--- src/rtl/cpuif_pkg.sv ---
package cpuif_pkg;

    typedef enum logic [1:0] {
        ST_IDLE,
        ST_SERVING,
        ST_SATURATED
    } nest_state_e;

    localparam logic [7:0] OFS_CTRL   = 8'h00;
    localparam logic [7:0] OFS_PMASK  = 8'h04;
    localparam logic [7:0] OFS_BPT    = 8'h08;
    localparam logic [7:0] OFS_ACK    = 8'h0C;
    localparam logic [7:0] OFS_EOI    = 8'h10;
    localparam logic [7:0] OFS_RUN    = 8'h14;
    localparam logic [7:0] OFS_HIPEND = 8'h18;

    localparam int BPT_FIXED = 3;

endpackage

--- src/rtl/cpuif_regs.sv ---
module cpuif_regs
    import cpuif_pkg::*;
#(
    parameter int ADDR_W    = 8,
    parameter int DATA_W    = 32,
    parameter int PRIO_W    = 8,
    parameter int PRIO_BITS = 4
) (
    input  logic              clk,
    input  logic              rst_n,
    input  logic              bus_sel,
    input  logic              bus_wr,
    input  logic [ADDR_W-1:0] bus_addr,
    input  logic [DATA_W-1:0] bus_wdata,
    input  logic [DATA_W-1:0] ack_word,
    input  logic [DATA_W-1:0] hipend_word,
    input  logic [PRIO_W-1:0] run_prio,
    output logic              sig_en,
    output logic [PRIO_W-1:0] pmask,
    output logic              ack_rd,
    output logic              eoi_wr,
    output logic [DATA_W-1:0] bus_rdata
);

    localparam int LOW_W = PRIO_W - PRIO_BITS;

    logic                 en_q;
    logic [PRIO_BITS-1:0] mask_hi_q;
    logic                 rd_strobe;
    logic                 wr_strobe;

    assign rd_strobe = bus_sel && !bus_wr;
    assign wr_strobe = bus_sel && bus_wr;
    assign ack_rd    = rd_strobe && (bus_addr == ADDR_W'(OFS_ACK));
    assign eoi_wr    = wr_strobe && (bus_addr == ADDR_W'(OFS_EOI));
    assign sig_en    = en_q;

    generate
        if (LOW_W > 0) begin : g_mask_pad
            assign pmask = {mask_hi_q, {LOW_W{1'b0}}};
        end else begin : g_mask_full
            assign pmask = mask_hi_q;
        end
    endgenerate

    always_ff @(posedge clk or negedge rst_n) begin
        if (!rst_n) begin
            en_q      <= 1'b0;
            mask_hi_q <= '0;
        end else if (wr_strobe) begin
            if (bus_addr == ADDR_W'(OFS_CTRL)) begin
                en_q <= bus_wdata[0];
            end
            if (bus_addr == ADDR_W'(OFS_PMASK)) begin
                mask_hi_q <= bus_wdata[PRIO_W-1:LOW_W];
            end
        end
    end

    always_comb begin
        bus_rdata = '0;
        if (rd_strobe) begin
            unique case (bus_addr)
                ADDR_W'(OFS_CTRL):   bus_rdata = DATA_W'(en_q);
                ADDR_W'(OFS_PMASK):  bus_rdata = DATA_W'(pmask);
                ADDR_W'(OFS_BPT):    bus_rdata = DATA_W'(BPT_FIXED);
                ADDR_W'(OFS_ACK):    bus_rdata = ack_word;
                ADDR_W'(OFS_RUN):    bus_rdata = DATA_W'(run_prio);
                ADDR_W'(OFS_HIPEND): bus_rdata = hipend_word;
                default:             bus_rdata = '0;
            endcase
        end
    end

    assert_mask_low_zero_R3: assert property (@(posedge clk) disable iff (!rst_n)
        (wr_strobe && bus_addr == ADDR_W'(OFS_PMASK)) |=>
            (pmask[PRIO_W-1:LOW_W] == $past(bus_wdata[PRIO_W-1:LOW_W])));

    assert_bpt_const_R11: assert property (@(posedge clk) disable iff (!rst_n)
        (rd_strobe && bus_addr == ADDR_W'(OFS_BPT)) |-> (bus_rdata == DATA_W'(BPT_FIXED)));

endmodule

--- src/rtl/cpuif_select.sv ---
module cpuif_select #(
    parameter int PRIO_W    = 8,
    parameter int PRIO_BITS = 4
) (
    input  logic              sig_en,
    input  logic              pend_valid,
    input  logic [PRIO_W-1:0] pend_prio,
    input  logic [PRIO_W-1:0] pmask,
    input  logic [PRIO_W-1:0] run_prio,
    input  logic              nest_full,
    input  logic              ack_rd,
    output logic              qualify,
    output logic              irq_line
);

    logic [PRIO_BITS-1:0] pend_hi;
    logic [PRIO_BITS-1:0] mask_hi;
    logic [PRIO_BITS-1:0] run_hi;
    logic                 beats_mask;
    logic                 beats_run;

    always_comb begin
        pend_hi    = pend_prio[PRIO_W-1 -: PRIO_BITS];
        mask_hi    = pmask[PRIO_W-1 -: PRIO_BITS];
        run_hi     = run_prio[PRIO_W-1 -: PRIO_BITS];
        beats_mask = pend_hi < mask_hi;
        beats_run  = pend_hi < run_hi;
        qualify    = sig_en && pend_valid && !nest_full && beats_mask && beats_run;
        irq_line   = qualify && !ack_rd;
    end

endmodule

--- src/rtl/cpuif_nest.sv ---
module cpuif_nest
    import cpuif_pkg::*;
#(
    parameter int NEST      = 4,
    parameter int ID_W      = 10,
    parameter int CPU_W     = 3,
    parameter int PRIO_W    = 8
) (
    input  logic              clk,
    input  logic              rst_n,
    input  logic              push,
    input  logic [ID_W-1:0]   push_id,
    input  logic [CPU_W-1:0]  push_cpu,
    input  logic [PRIO_W-1:0] push_prio,
    input  logic              eoi_req,
    input  logic [ID_W-1:0]   eoi_id,
    input  logic [CPU_W-1:0]  eoi_cpu,
    output logic              pop,
    output logic [ID_W-1:0]   top_id,
    output logic [PRIO_W-1:0] run_prio,
    output logic              nest_full,
    output nest_state_e       state
);

    localparam int CNT_W = $clog2(NEST + 1);
    localparam int IDX_W = (NEST > 1) ? $clog2(NEST) : 1;

    logic [NEST-1:0][ID_W-1:0]   slot_id;
    logic [NEST-1:0][CPU_W-1:0]  slot_cpu;
    logic [NEST-1:0][PRIO_W-1:0] slot_prio;

    logic [CNT_W-1:0] cnt_q;
    logic [IDX_W-1:0] top_idx;
    logic [CPU_W-1:0] top_cpu;
    logic [PRIO_W-1:0] top_prio;
    nest_state_e      state_q;
    nest_state_e      state_d;

    generate
        for (genvar k = 0; k < NEST; k++) begin : g_slot
            logic [ID_W-1:0]   sid_q;
            logic [CPU_W-1:0]  scpu_q;
            logic [PRIO_W-1:0] sprio_q;
            always_ff @(posedge clk or negedge rst_n) begin
                if (!rst_n) begin
                    sid_q   <= '0;
                    scpu_q  <= '0;
                    sprio_q <= '1;
                end else if (push && cnt_q == CNT_W'(k)) begin
                    sid_q   <= push_id;
                    scpu_q  <= push_cpu;
                    sprio_q <= push_prio;
                end
            end
            assign slot_id[k]   = sid_q;
            assign slot_cpu[k]  = scpu_q;
            assign slot_prio[k] = sprio_q;
        end
    endgenerate

    assign top_idx  = IDX_W'(cnt_q - CNT_W'(1));
    assign top_id   = slot_id[top_idx];
    assign top_cpu  = slot_cpu[top_idx];
    assign top_prio = slot_prio[top_idx];
    assign pop      = eoi_req && (cnt_q != '0) && (eoi_id == top_id) && (eoi_cpu == top_cpu);

    // next-state logic
    always_comb begin
        state_d = state_q;
        unique case (state_q)
            ST_IDLE: begin
                if (push) begin
                    state_d = (NEST == 1) ? ST_SATURATED : ST_SERVING;
                end
            end
            ST_SERVING: begin
                if (push && cnt_q == CNT_W'(NEST - 1)) begin
                    state_d = ST_SATURATED;
                end else if (pop && cnt_q == CNT_W'(1)) begin
                    state_d = ST_IDLE;
                end
            end
            ST_SATURATED: begin
                if (pop) begin
                    state_d = (NEST == 1) ? ST_IDLE : ST_SERVING;
                end
            end
            default: state_d = ST_IDLE;
        endcase
    end

    // state register and depth count
    always_ff @(posedge clk or negedge rst_n) begin
        if (!rst_n) begin
            state_q <= ST_IDLE;
            cnt_q   <= '0;
        end else begin
            state_q <= state_d;
            if (push) begin
                cnt_q <= cnt_q + CNT_W'(1);
            end else if (pop) begin
                cnt_q <= cnt_q - CNT_W'(1);
            end
        end
    end

    // outputs
    always_comb begin
        state     = state_q;
        nest_full = 1'b0;
        run_prio  = '1;
        unique case (state_q)
            ST_IDLE:      run_prio = '1;
            ST_SERVING:   run_prio = top_prio;
            ST_SATURATED: begin
                run_prio  = top_prio;
                nest_full = 1'b1;
            end
            default:      run_prio = '1;
        endcase
    end

    assert_depth_bound_R10: assert property (@(posedge clk) disable iff (!rst_n)
        cnt_q <= CNT_W'(NEST));

    assert_no_push_when_full_R10: assert property (@(posedge clk) disable iff (!rst_n)
        push |-> (state_q != ST_SATURATED));

    assert_running_follows_claim_R6: assert property (@(posedge clk) disable iff (!rst_n)
        push |=> (run_prio == $past(push_prio)));

    assert_idle_running_R7: assert property (@(posedge clk) disable iff (!rst_n)
        (cnt_q == '0) |-> (run_prio == '1));

    assert_mismatch_ignored_R8: assert property (@(posedge clk) disable iff (!rst_n)
        (eoi_req && !push && ((eoi_id != top_id) || (eoi_cpu != top_cpu))) |=>
            (run_prio == $past(run_prio)));

endmodule

--- src/rtl/cpu_irq_iface.sv ---
module cpu_irq_iface
    import cpuif_pkg::*;
#(
    parameter int NEST      = 4,
    parameter int ID_W      = 10,
    parameter int CPU_W     = 3,
    parameter int PRIO_W    = 8,
    parameter int PRIO_BITS = 4,
    parameter int ADDR_W    = 8,
    parameter int DATA_W    = 32
) (
    input  logic              clk,
    input  logic              rst_n,
    input  logic              pend_valid_i,
    input  logic [ID_W-1:0]   pend_id_i,
    input  logic [CPU_W-1:0]  pend_cpu_i,
    input  logic [PRIO_W-1:0] pend_prio_i,
    input  logic              bus_sel_i,
    input  logic              bus_wr_i,
    input  logic [ADDR_W-1:0] bus_addr_i,
    input  logic [DATA_W-1:0] bus_wdata_i,
    output logic [DATA_W-1:0] bus_rdata_o,
    output logic              irq_o,
    output logic              ack_vld_o,
    output logic [ID_W-1:0]   ack_id_o,
    output logic              eoi_vld_o,
    output logic [ID_W-1:0]   eoi_id_o
);

    localparam int LOW_W = PRIO_W - PRIO_BITS;
    localparam logic [ID_W-1:0] SPURIOUS = '1;

    logic              sig_en;
    logic [PRIO_W-1:0] pmask;
    logic              ack_rd;
    logic              eoi_wr;
    logic              qualify;
    logic              nest_full;
    logic              pop;
    logic [ID_W-1:0]   top_id;
    logic [PRIO_W-1:0] run_prio;
    logic [PRIO_W-1:0] push_prio;
    logic [DATA_W-1:0] ack_word;
    logic [DATA_W-1:0] hipend_word;
    nest_state_e       nest_state;

    always_comb begin
        push_prio = pend_prio_i;
        push_prio[LOW_W-1:0] = '0;
        ack_word = '0;
        hipend_word = '0;
        if (qualify) begin
            ack_word[ID_W+CPU_W-1:0] = {pend_cpu_i, pend_id_i};
        end else begin
            ack_word[ID_W-1:0] = SPURIOUS;
        end
        if (pend_valid_i) begin
            hipend_word[ID_W+CPU_W-1:0] = {pend_cpu_i, pend_id_i};
        end else begin
            hipend_word[ID_W-1:0] = SPURIOUS;
        end
    end

    cpuif_regs #(
        .ADDR_W(ADDR_W), .DATA_W(DATA_W), .PRIO_W(PRIO_W), .PRIO_BITS(PRIO_BITS)
    ) u_regs (
        .clk(clk), .rst_n(rst_n),
        .bus_sel(bus_sel_i), .bus_wr(bus_wr_i), .bus_addr(bus_addr_i), .bus_wdata(bus_wdata_i),
        .ack_word(ack_word), .hipend_word(hipend_word), .run_prio(run_prio),
        .sig_en(sig_en), .pmask(pmask), .ack_rd(ack_rd), .eoi_wr(eoi_wr),
        .bus_rdata(bus_rdata_o)
    );

    cpuif_select #(
        .PRIO_W(PRIO_W), .PRIO_BITS(PRIO_BITS)
    ) u_select (
        .sig_en(sig_en), .pend_valid(pend_valid_i), .pend_prio(pend_prio_i),
        .pmask(pmask), .run_prio(run_prio), .nest_full(nest_full), .ack_rd(ack_rd),
        .qualify(qualify), .irq_line(irq_o)
    );

    cpuif_nest #(
        .NEST(NEST), .ID_W(ID_W), .CPU_W(CPU_W), .PRIO_W(PRIO_W)
    ) u_nest (
        .clk(clk), .rst_n(rst_n),
        .push(ack_rd && qualify), .push_id(pend_id_i), .push_cpu(pend_cpu_i), .push_prio(push_prio),
        .eoi_req(eoi_wr), .eoi_id(bus_wdata_i[ID_W-1:0]), .eoi_cpu(bus_wdata_i[ID_W+CPU_W-1:ID_W]),
        .pop(pop), .top_id(top_id), .run_prio(run_prio), .nest_full(nest_full), .state(nest_state)
    );

    assign ack_vld_o = ack_rd && qualify;
    assign ack_id_o  = pend_id_i;
    assign eoi_vld_o = pop;
    assign eoi_id_o  = top_id;

    assert_irq_under_mask_R3: assert property (@(posedge clk) disable iff (!rst_n)
        irq_o |-> (pend_prio_i[PRIO_W-1 -: PRIO_BITS] < pmask[PRIO_W-1 -: PRIO_BITS]));

    assert_irq_off_on_ack_R10: assert property (@(posedge clk) disable iff (!rst_n)
        (bus_sel_i && !bus_wr_i && bus_addr_i == ADDR_W'(OFS_ACK)) |-> !irq_o);

    assert_disabled_quiet_R2: assert property (@(posedge clk) disable iff (!rst_n)
        !sig_en |-> (!irq_o && !ack_vld_o));

    assert_spurious_no_change_R5: assert property (@(posedge clk) disable iff (!rst_n)
        (ack_rd && !ack_vld_o && !eoi_wr) |=> (run_prio == $past(run_prio)));

    assert_claim_state_R4: assert property (@(posedge clk) disable iff (!rst_n)
        ack_vld_o |=> (nest_state != ST_IDLE));

endmodule

--- config.mk ---
export PLATFORM = sky130hd
export DESIGN_NAME = cpu_irq_iface
export DESIGN_NICKNAME = d
export VERILOG_FILES = /design/src/rtl/cpuif_pkg.sv /design/src/rtl/cpuif_regs.sv /design/src/rtl/cpuif_select.sv /design/src/rtl/cpuif_nest.sv /design/src/rtl/cpu_irq_iface.sv
export SDC_FILE = /design/constraint.sdc
export NUM_CORES = 1
export LEC_CHECK = 0
export ABC_AREA = 1
export ABC_CLOCK_PERIOD_IN_PS = 4900
export CORE_MARGIN = 2
export CORE_UTILIZATION = 35
export CTS_CLUSTER_DIAMETER = 60
export DETAILED_ROUTE_END_ITERATION = 8
export DONT_BUFFER_PORTS = 1
export PLACE_DENSITY = 0.5
export SYNTH_ARGS = -nofsm -noshare
export SYNTH_HDL_FRONTEND = slang
export SYNTH_HIERARCHICAL = 1
export SYNTH_SLANG_ARGS = --single-unit
--- constraint.sdc ---
create_clock -name clk -period 4.9 [get_ports clk]
set_clock_uncertainty 0.05 [all_clocks]
set_input_delay 0.49 -clock clk [delete_from_list [all_inputs] [get_ports clk]]
set_output_delay 0.49 -clock clk [all_outputs]
set_load 0.01 [all_outputs]
Word level (Yosys, flattened, before mapping)
Index checks and enable logic that the tools add are counted.
{ "classes": {"mux": 21, "n_addsub": 2, "n_reduce_logical": 30, "eq_ne": 16, "n_lt_le_gt_ge": 3} }
{ "op_table": {"columns": ["cell", "count"], "rows": [
  ["13-bit case mux with 6 select lines", 1],
  ["32-bit 2-to-1 mux", 1],
  ["10-bit 2-to-1 mux", 3],
  ["8-bit by 5-bit == test with 1-bit output, second input constant", 3],
  ["10-bit binary-select mux with 2-bit select", 1],
  ["1-bit logical AND", 18],
  ["8-bit binary-select mux with 2-bit select", 1],
  ["8-bit by 4-bit == test with 1-bit output, second input constant", 2],
  ["8-bit 2-to-1 mux", 2],
  ["3-bit 2-to-1 mux", 5],
  ["10-bit == test", 1],
  ["8-bit by 3-bit == test with 1-bit output, second input constant", 1],
  ["8-bit zero test", 1],
  ["4-bit less-than comparator", 2],
  ["2-bit 2-to-1 mux", 4],
  ["3-bit binary-select mux with 2-bit select", 1],
  ["3-bit by 2-bit == test with 1-bit output, second input constant", 2],
  ["2-bit case mux with 3 select lines", 1],
  ["2-bit by 1-bit inequality test with 1-bit output, second input constant", 2],
  ["2-bit AND reduction", 2],
  ["3-bit by 1-bit adder with 3-bit output, second input constant", 1],
  ["3-bit by 1-bit == test with 1-bit output, second input constant", 1],
  ["3-bit == test", 1],
  ["1-bit zero test", 3],
  ["12 further kinds", 12]
]} }
{ "totals": {"inputBits": 66, "output_inout_bits": 55, "elab_cells": 88, "regBits": 94} }

Logic depth before layout (Yosys ltp)
Gate-level depths: netlist (run 1).
{ "depth": {"word_depth": 10, "mapped_depth": 26, "ltp_nobuf": 21} }

Cells and area by module
Netlist (run 1), hierarchy kept.
{ "by_module_without_submodules": {"columns": ["mod", "seq_area_each_um2", "cells_each", "area_each_um2", "instances"], "rows": [
  ["cpuif_nest", 2267.2, 582, 4530.6, 1],
  ["cpuif_regs", 125.1, 249, 1255.0, 1],
  ["cpu_irq_iface", 0.0, 57, 262.8, 1],
  ["cpuif_select", 0.0, 37, 195.2, 1]
]} }

Least setup slack after synthesis (run 1)
No wires, ideal clock.
{ "synth_timing": {"path_type": "reg2reg", "from": "register u_nest.cnt_q[0]", "to": "register u_nest.g_slot[0].scpu_q[0]", "t_arrival_ps": 3817, "synth_period_minus_slack_ps": 3997, "t_required_ps": 4720, "setup_ps": 130, "setup_slack_ps": 903, "path_buffers": 7, "path_stages_with_launch": 24, "path_cell_list": "dfrtp_1 buf_6 inv_4 buf_4 clkbuf_1 ha_1 buf_2 clkbuf_1 o21ai_0 o221ai_1 inv_1 ha_1 nand2_1 nand3_1 nor2_1 nand3_1 inv_1 nand2_1 inv_1 clkbuf_1 nand3_1 clkbuf_1 nand2_1 o21ai_0"} }
{ "synth_via": {"elab_chain_len": 8, "word_cells_on_any_way": 9, "classes_between": "1 x add/sub; 1 x order compare; 3 x mux; 4 x reduce/logical"} }
{ "synth_lines": {"columns": ["element", "line", "text"], "rows": [
  ["start, declared", "cpuif_nest.sv:32", "logic [CNT_W-1:0] cnt_q;"],
  ["start signal, assigned", "cpuif_nest.sv:100", "cnt_q <= cnt_q + CNT_W'(1);"],
  ["start signal, assigned", "cpuif_nest.sv:102", "cnt_q <= cnt_q - CNT_W'(1);"],
  ["3-bit by 1-bit subtractor with 3-bit output", "cpuif_nest.sv:61", "assign top_idx = IDX_W'(cnt_q - CNT_W'(1));"],
  ["8-bit binary-select mux with 2-bit select", "cpuif_nest.sv:64", "assign top_prio = slot_prio[top_idx];"],
  ["8-bit 2-to-1 mux (implied by the code)", "cpuif_nest.sv:64", null],
  ["8-bit 2-to-1 mux", "cpuif_nest.sv:112", "unique case (state_q)"],
  ["named net run_prio[7]", "cpu_irq_iface.sv:41", "logic [PRIO_W-1:0] run_prio;"],
  ["4-bit less-than comparator", "cpuif_select.sv:27", "beats_run = pend_hi < run_hi;"],
  ["1-bit logical AND", "cpuif_select.sv:28", "qualify = sig_en && pend_valid && !nest_full && beats_mask && beats_run;"],
  ["named net qualify", "cpu_irq_iface.sv:37", "logic qualify;"],
  ["1-bit logical AND", null, null],
  ["named net ack_vld_o", "cpu_irq_iface.sv:24", "output logic ack_vld_o,"],
  ["1-bit logical AND", "cpuif_nest.sv:49", "end else if (push && cnt_q == CNT_W'(k)) begin"],
  ["end signal, assigned", "cpuif_nest.sv:51", "scpu_q <= push_cpu;"],
  ["end, declared", "cpuif_nest.sv:42", "logic [CPU_W-1:0] scpu_q;"]
]} }
The timed path passes the listed nets, and every way through them passes these cells. The select of a mux whose other input is x is not followed.
A chain may end at the register's enable or synchronous reset.

Worst setup path in the final report (run 1)
{ "layout_timing": {"from": "register u_nest.cnt_q[1]", "to": "register u_nest.g_slot[2].sid_q[9]"} }
{ "layout_via": {"elab_chain_len": 8, "word_cells_on_any_way": 9, "classes_between": "1 x add/sub; 1 x order compare; 1 x eq/ne; 3 x mux; 3 x reduce/logical"} }
{ "layout_lines": {"columns": ["element", "line", "text"], "rows": [
  ["3-bit by 1-bit subtractor with 3-bit output", "cpuif_nest.sv:61", null],
  ["8-bit binary-select mux with 2-bit select", "cpuif_nest.sv:64", null],
  ["8-bit 2-to-1 mux (implied by the code)", "cpuif_nest.sv:64", null],
  ["8-bit 2-to-1 mux", "cpuif_nest.sv:112", null],
  ["named net run_prio[5]", "cpu_irq_iface.sv:41", null],
  ["4-bit less-than comparator", "cpuif_select.sv:27", null],
  ["1-bit logical AND", "cpuif_select.sv:28", null],
  ["named net qualify", "cpu_irq_iface.sv:37", null],
  ["1-bit logical AND", null, null],
  ["named net ack_vld_o", "cpu_irq_iface.sv:24", null],
  ["1-bit logical AND", "cpuif_nest.sv:49", null],
  ["end signal, assigned", "cpuif_nest.sv:50", "sid_q <= push_id;"],
  ["end, declared", "cpuif_nest.sv:41", "logic [ID_W-1:0] sid_q;"]
]} }
The timed path passes the listed nets, and every way through them passes these cells. The select of a mux whose other input is x is not followed.

==> key figures, run 1 <==
Floorplanning
  • Die area: 18800 sq um
  • Starting Density: 0.359
  • Die Ht: 137 um
  • IO Pins: 121
  • FP Rows: 48
  • Core Region: 17300 sq um
  • Die W: 137 um

Clock network
  • Post-CTS Resized: 0
  • CTS Sinks: 94
  • Worst-path clk slew: 70 ps
  • Root Buffer Master: clkbuf_16
  • Number of H-tree levels: 3
  • Clk_lat worst skew: 360 ps
  • Clock buffer depth: 2
  • Clock tree from TritonCTS: built
  • Total CTS buffers: 9

Synthesis
  • YS warnings: 6
  • Post-Synthesis Cells: 920
  • Mean post-synth cell area: 6.75 sq um
  • Post-Syn Area: 6210 sq um

Finish
  • Most frequent cells in the layout: 326 x nand2_1, 103 x inv_1, 103 x o21ai_0
  • Fin util: 0.389
  • Non-filler cells, final: 1161
  • Fin nets: 1013
  • ANT cells: 0
  • Commonest non-fill, non-tap cell in the layout: nand2_1
  • Area Overhead vs Synth: 8.42%
  • Final Cell Area: 6730 sq um
  • Share of cells above drive strength 1: 0.108

GRT
  • Antenna violations before repair: 0
  • Vias in the first global route: 5003
  • Total GRT Usage: 0.199
  • Global-route wire length before repair: 28.0 mm
  • Largest net degree at the start of global routing: 95
  • Grt ovf: 0

Route
  • Post-DR vias/cell: 4.72
  • Initial DRC count: 478
  • Routed Antenna Nets: 0
  • Total wire length: 18.0 mm
  • Total number of vias: 5478
  • Drt drc: 0
  • TritonRoute pass-1 iters: 5
  • Per-cell routed wire length: 15.5 um

Timing
  • Final hold viol count: 15
  • Setup tns final: 0 ps
  • Crit share post-route: 0.867
  • Rel. slew slack: 0.545
  • RSZ-0062 raised after global routing: no
  • Final hold slack: -51.9 ps
  • Worst-Margin Slew: 681 ps
  • Max Clock Freq: 235 MHz
  • Final Slew Violations: 0
  • Period minus WS final: 4250 ps
  • Final setup violation count: 0

Worst setup path
  • Crit Path Max Fanout: 30
  • Type of element launching the critical path: flop
  • Kind of critical path: flop to flop
  • CP Capture Type: flop
  • WP data arrival: 4430 ps
  • WP data required: 5080 ps

Power and ir drop
  • Leak Pwr: 3.25 nW
  • Sw Ratio: 0.289
  • Clk pwr share: 0.409
  • Switching power: 489 uW
  • Pwr dens: 252 nW/um^2
  • Part of the power in combinational logic: 0.126
  • Maximum vdd drop: 0.176 mV
  • Seq pwr share: 0.465
  • Internal power: 1.21 mW

Placed design
  • Gpl congestion: 0.803
  • Cell count after placement: 1144
  • Post-DP HPWL: 12.6 mm
  • Port Buf Inserts: 0
  • Area after DPL: 6420 sq um

Hold path
  • Worst min path class: input pin to async pin

Status
  • Failing checks: hold timing
  • Run status: finished with violations

Flow run
  • Max-Cap Viols: 0
path summary, 6_finish.rpt:
| check | slack (ps) | depth (start not counted) | endpoint | from |
|---|---|---|---|---|
| setup / recovery | 650 | 18 | u_nest/g_slot[2].sid_q[9] | u_nest/cnt_q[1] |
| hold reg to reg | 430 | 2 | u_nest/g_slot[1].scpu_q[2] | u_nest/g_slot[1].scpu_q[2] |
| hold / removal | -50 | 1 | u_nest/g_slot[2].sid_q[0] | rst_n |
| max in group asynchronous | 4380 | 1 | u_nest/g_slot[1].sprio_q[2] | rst_n |
| setup reg to reg | 650 | 18 | u_nest/g_slot[2].sid_q[9] | u_nest/cnt_q[1] |
| min in group clk | 230 | 2 | u_regs/mask_hi_q[1] | bus_wdata_i[5] |
power by group through the flow:
stage / combinational [mW] / sequential, mW / clock (mW)
2_1_floorplan: 0.151 / 0.801 / 0
3_3_place_gp: 0.193 / 0.803 / 0
3_5_place_dp: 0.194 / 0.802 / 0
4_1_cts: 0.213 / 0.788 / 0.715
5_1_grt: 0.247 / 0.788 / 0.751
6_report: 0.213 / 0.788 / 0.692
registers in the layout (all words and copies together), names as in the netlist:
register	flops
u_regs/sig_en	1
u_nest/state	2
u_nest/cnt_q	3
u_nest/g_slot.scpu_q	12
u_regs/mask_hi_q	4
u_nest/g_slot.sprio_q	32
u_nest/g_slot.sid_q	40
worst max-delay path: stages (launching register included):
cell      delay [ps]
dfrtp_1          370
inv_1            110
ha_1             520
buf_4            340
o21ai_0          130
o221ai_1         340
inv_1             80
ha_1             290
nand2_1           60
nand2_1           40
nand2_1           50
nand3_1           80
inv_1             80
nand2_1           50
inv_1            360
nand3_1          550
buf_4            440
nand2_1          100
o21ai_0           70
layer usage:
layer	part of all wire	track usage
met4	0.011	0.0401
met1	0.48	0.274
met5	0	0
met3	0.059	0.0574
met2	0.45	0.311
through the flow:
stage	worst slack [ps]	power [mW]
6_report	650	1.69
5_1_grt	272	1.79
4_1_cts	652	1.72
3_5_place_dp	683	0.996
3_3_place_gp	700	0.996
2_1_floorplan	903	0.952
layout make-up:
type	count	area, sq um
clock buffer	9	225
multi-input combinational	705	3240
inverter	107	404
clock inverter	7	63.8
fill	1878	10600
sequential	94	2390
timing repair buffer	14	125
tap	225	282
repair_timing:
action / in CTS / in global routing
hold endpoints to repair: 94 / 0
hold buffers: 1 / 0
buffers inserted: 0 / 0
Note: power is estimated with default switching activity, not from simulation.
==> run 2: changes to the inputs <==
--- a/config.mk
+++ b/config.mk
@@ -6,13 +6,14 @@
 export NUM_CORES = 1
 export LEC_CHECK = 0
 export ABC_AREA = 1
-export ABC_CLOCK_PERIOD_IN_PS = 4900
+export CELL_PAD_IN_SITES_DETAIL_PLACEMENT = 1
+export CELL_PAD_IN_SITES_GLOBAL_PLACEMENT = 2
 export CORE_MARGIN = 2
 export CORE_UTILIZATION = 35
 export CTS_CLUSTER_DIAMETER = 60
 export DETAILED_ROUTE_END_ITERATION = 8
 export DONT_BUFFER_PORTS = 1
-export PLACE_DENSITY = 0.5
+export PLACE_DENSITY = 0.81
 export SYNTH_ARGS = -nofsm -noshare
 export SYNTH_HDL_FRONTEND = slang
 export SYNTH_HIERARCHICAL = 1
==> run 2 against run 1 <==
The run now ends clean. Maximum frequency up 8.4%. Sequential share of layout area unchanged. Power down 1.5%. Sequential power about the same. Via count up 2.4%. Clock-buffer cell count up 2. First-iteration DRC count down 61%. Global-route usage up 0.63 points. Die area unchanged. Sequential cell count unchanged. Final area unchanged. Final cell count up 0.17%. Critical path type is now flop to primary output. Critical endpoint is now bus_rdata_o[10]. Largest power group unchanged. Highest routed layer unchanged.
==> key figures, run 2 (synthesis results as in run 1) <==
Worst setup path
  • R2R Path End: u_nest/g_slot[3].sid_q[0]
  • Reg2Reg Setup Slack: 1010 ps (+360 ps)
  • Crit Path Max Fanout: 13 (-57%)
  • CP Capture Type: primary output
  • Kind of critical path: flop to primary output
  • R2R depth: 19 (+1)
  • Type of element launching the critical path: flop
  • WP data arrival: 3380 ps (-1050 ps)
  • WP data required: 4360 ps (-720 ps)
  • R2r startpoint: u_nest/cnt_q[1]

Flow run
  • Max-Cap Viols: 0 (unchanged)

Finish
  • Fin nets: 1015 (+0.20%)
  • Commonest non-fill, non-tap cell in the layout: nand2_1
  • Area Overhead vs Synth: 8.42% (unchanged)
  • Biggest register: u_nest/g_slot.sid_q
  • Largest regs: u_nest/g_slot.sid_q x40, u_nest/g_slot.sprio_q x32, u_nest/g_slot.scpu_q x12
  • Max reg flops: 40 (unchanged)
  • ANT cells: 0 (unchanged)
  • Share of cells above drive strength 1: 0.109 (+0.000836)
  • Most frequent cells in the layout: 326 x nand2_1, 103 x inv_1, 103 x o21ai_0

Hold path
  • Worst min path class: input pin to async pin

Timing
  • Final worst setup slack: 978 ps (+328 ps)
  • RSZ-0062 raised after global routing: no
  • Final hold viol count: 0 (-15)
  • Worst-Margin Slew: 755 ps (+73.9 ps)
  • Setup tns final: 0 ps (unchanged)
  • Max Clock Freq: 255 MHz (+8.4%)
  • Crit share post-route: 0.800 (-0.0669)
  • Final Slew Violations: 0 (unchanged)
  • Rel. slew slack: 0.496 (-0.0494)
  • Final setup violation count: 0 (unchanged)
  • Period minus WS final: 3920 ps (-328 ps)

Floorplanning
  • Starting Density: 0.359 (unchanged)
  • Die area: 18800 sq um (unchanged)
  • Die W: 137 um (unchanged)
  • IO Pins: 121 (unchanged)
  • FP Rows: 48 (unchanged)
  • Die Ht: 137 um (unchanged)
  • Core Region: 17300 sq um (unchanged)

Placed design
  • Post-DP HPWL: 13.4 mm (+6.7%)
  • Setup WS pre-CTS: 986 ps (+303 ps)
  • Gpl congestion: 0.791 (-1.5%)
  • Port Buf Inserts: 0 (unchanged)

Power and ir drop
  • Seq pwr share: 0.473 (+0.008)
  • Internal power: 1.21 mW (+0.18%)
  • Part of the power in combinational logic: 0.130 (+0.004)
  • Maximum vdd drop: 0.175 mV (-0.70%)
  • Sw Ratio: 0.276 (-0.0125)
  • Switching power: 460 uW (-5.8%)
  • Total power: 1.67 mW (-1.5%)
  • Pwr dens: 248 nW/um^2 (-1.5%)
  • Clk pwr share: 0.397 (-0.012)
  • Leak Pwr: 3.26 nW (+0.17%)

Clock network
  • CTS Sinks: 94 (unchanged)
  • Number of H-tree levels: 3 (unchanged)
  • Worst-path clk slew: 70 ps (about the same)
  • Clk_lat worst skew: 350 ps (about the same)
  • Clock tree from TritonCTS: built
  • Post-CTS Resized: 0 (unchanged)
  • Total CTS buffers: 9 (unchanged)
  • Clock buffer depth: 2 (unchanged)
  • Root Buffer Master: clkbuf_16

Route
  • TritonRoute pass-1 iters: 4 (-1)
  • Initial DRC count: 185 (-61%)
  • Drt drc: 0 (unchanged)
  • Post-DR vias/cell: 4.83 (+2.3%)
  • Routed length on met2: 8.96 mm (+10%)
  • Total wire length: 18.8 mm (+4.5%)
  • Total number of vias: 5612 (+2.4%)
  • Met1 Routed Length: 8.81 mm (+2.6%)
  • Met3 WL: 779 um (-27%)
  • Uppermost layer routed: met4
  • Routed Antenna Nets: 0 (unchanged)
  • Per-cell routed wire length: 16.2 um (+4.3%)

GRT
  • Antenna violations before repair: 0 (unchanged)
  • Vias in the first global route: 5468 (+9.3%)
  • Global-route wire length before repair: 29.1 mm (+4.0%)
  • Grt ovf: 0 (unchanged)
  • Largest net degree at the start of global routing: 95 (unchanged)
  • Total GRT Usage: 0.205 (+0.00628)

Status
  • Run status: finished, final reports clean
## run 2: changes by cell type in the layout (fill, tap and decap cells not counted)
cell	previous run	this run
clkinv_4	2	0
clkinv_2	0	2
inv_8	2	0
buf_4	13	15
clkbuf_8	0	1
inv_4	2	3
clkbuf_1	0	1
inv_6	2	1
## run 2: power groups by stage
stage          registers (mW)  logic, mW  clock network (mW)
2_1_floorplan           0.801      0.151                   0
4_1_cts                 0.789      0.220               0.683
3_5_place_dp            0.802      0.201                   0
6_report                0.789      0.216               0.662
3_3_place_gp            0.803      0.198                   0
5_1_grt                 0.790      0.251               0.714
## run 2: how the worst max path moves through the flow
stage | start | endpoint | slack [ps] | depth (start not counted)
2_1_floorplan | u_nest/cnt_q[0] | u_nest/g_slot[0].scpu_q[0] | 900 | 23
3_3_place_gp | u_nest/cnt_q[1] | u_nest/g_slot[3].scpu_q[2] | 1070 | 19
3_5_place_dp | u_nest/cnt_q[1] | u_nest/g_slot[3].sid_q[2] | 990 | 19
4_1_cts | u_nest/cnt_q[1] | bus_rdata_o[12] | 910 | 19
5_1_grt | u_nest/cnt_q[1] | u_nest/state[1] | 570 | 22
6_report | u_nest/cnt_q[1] | bus_rdata_o[10] | 980 | 19
## run 2: what timing repair did
item / in CTS / in global routing
setup buffers: 0 / 0
hold buffers: 1 / 0
hold endpoints to repair: 94 / 0
## run 2: critical path, stage by stage, from the launching register on
cell and delay (ps):
dfrtp_1 380, inv_1 100, ha_1 410, inv_2 190
o21ai_0 120, o221ai_1 310, inv_1 80, ha_1 320
nand2_1 70, nand3_1 60, nor2_1 110, nand3_1 110
inv_1 80, buf_4 200, nand2_1 70, inv_1 50
nand3_1 70, nand2_1 100, inv_1 60, nor2_2 150
## run 2: area by class of cell
cell class	count	area (sq um)
flip-flops and latches	94	2390
repair buffers	16	140
clock inverters	5	31.3
clock buffers	11	243
fillers	2304	10600
well taps	225	282
multi-input cells	705	3240
inverters	107	404
## run 2: per-stage QoR
stage	hold WS [ps]	std cells	utilization	cell area, sq um
floorplan	144	961	-	6360
global placement	148	1146	0.372	6430
detailed placement	147	1146	0.372	6430
CTS	29.0	1163	0.389	6730
global route	38.5	1163	0.389	6730
finish	14.2	1163	0.389	6730
## run 2: layer usage
metal / up-vias / global-route usage
met5: - / 0
met4: 0 / 0.0475
met3: 17 / 0.0430
met2: 86 / 0.346
met1: 2646 / 0.269
li1: 2863 / -
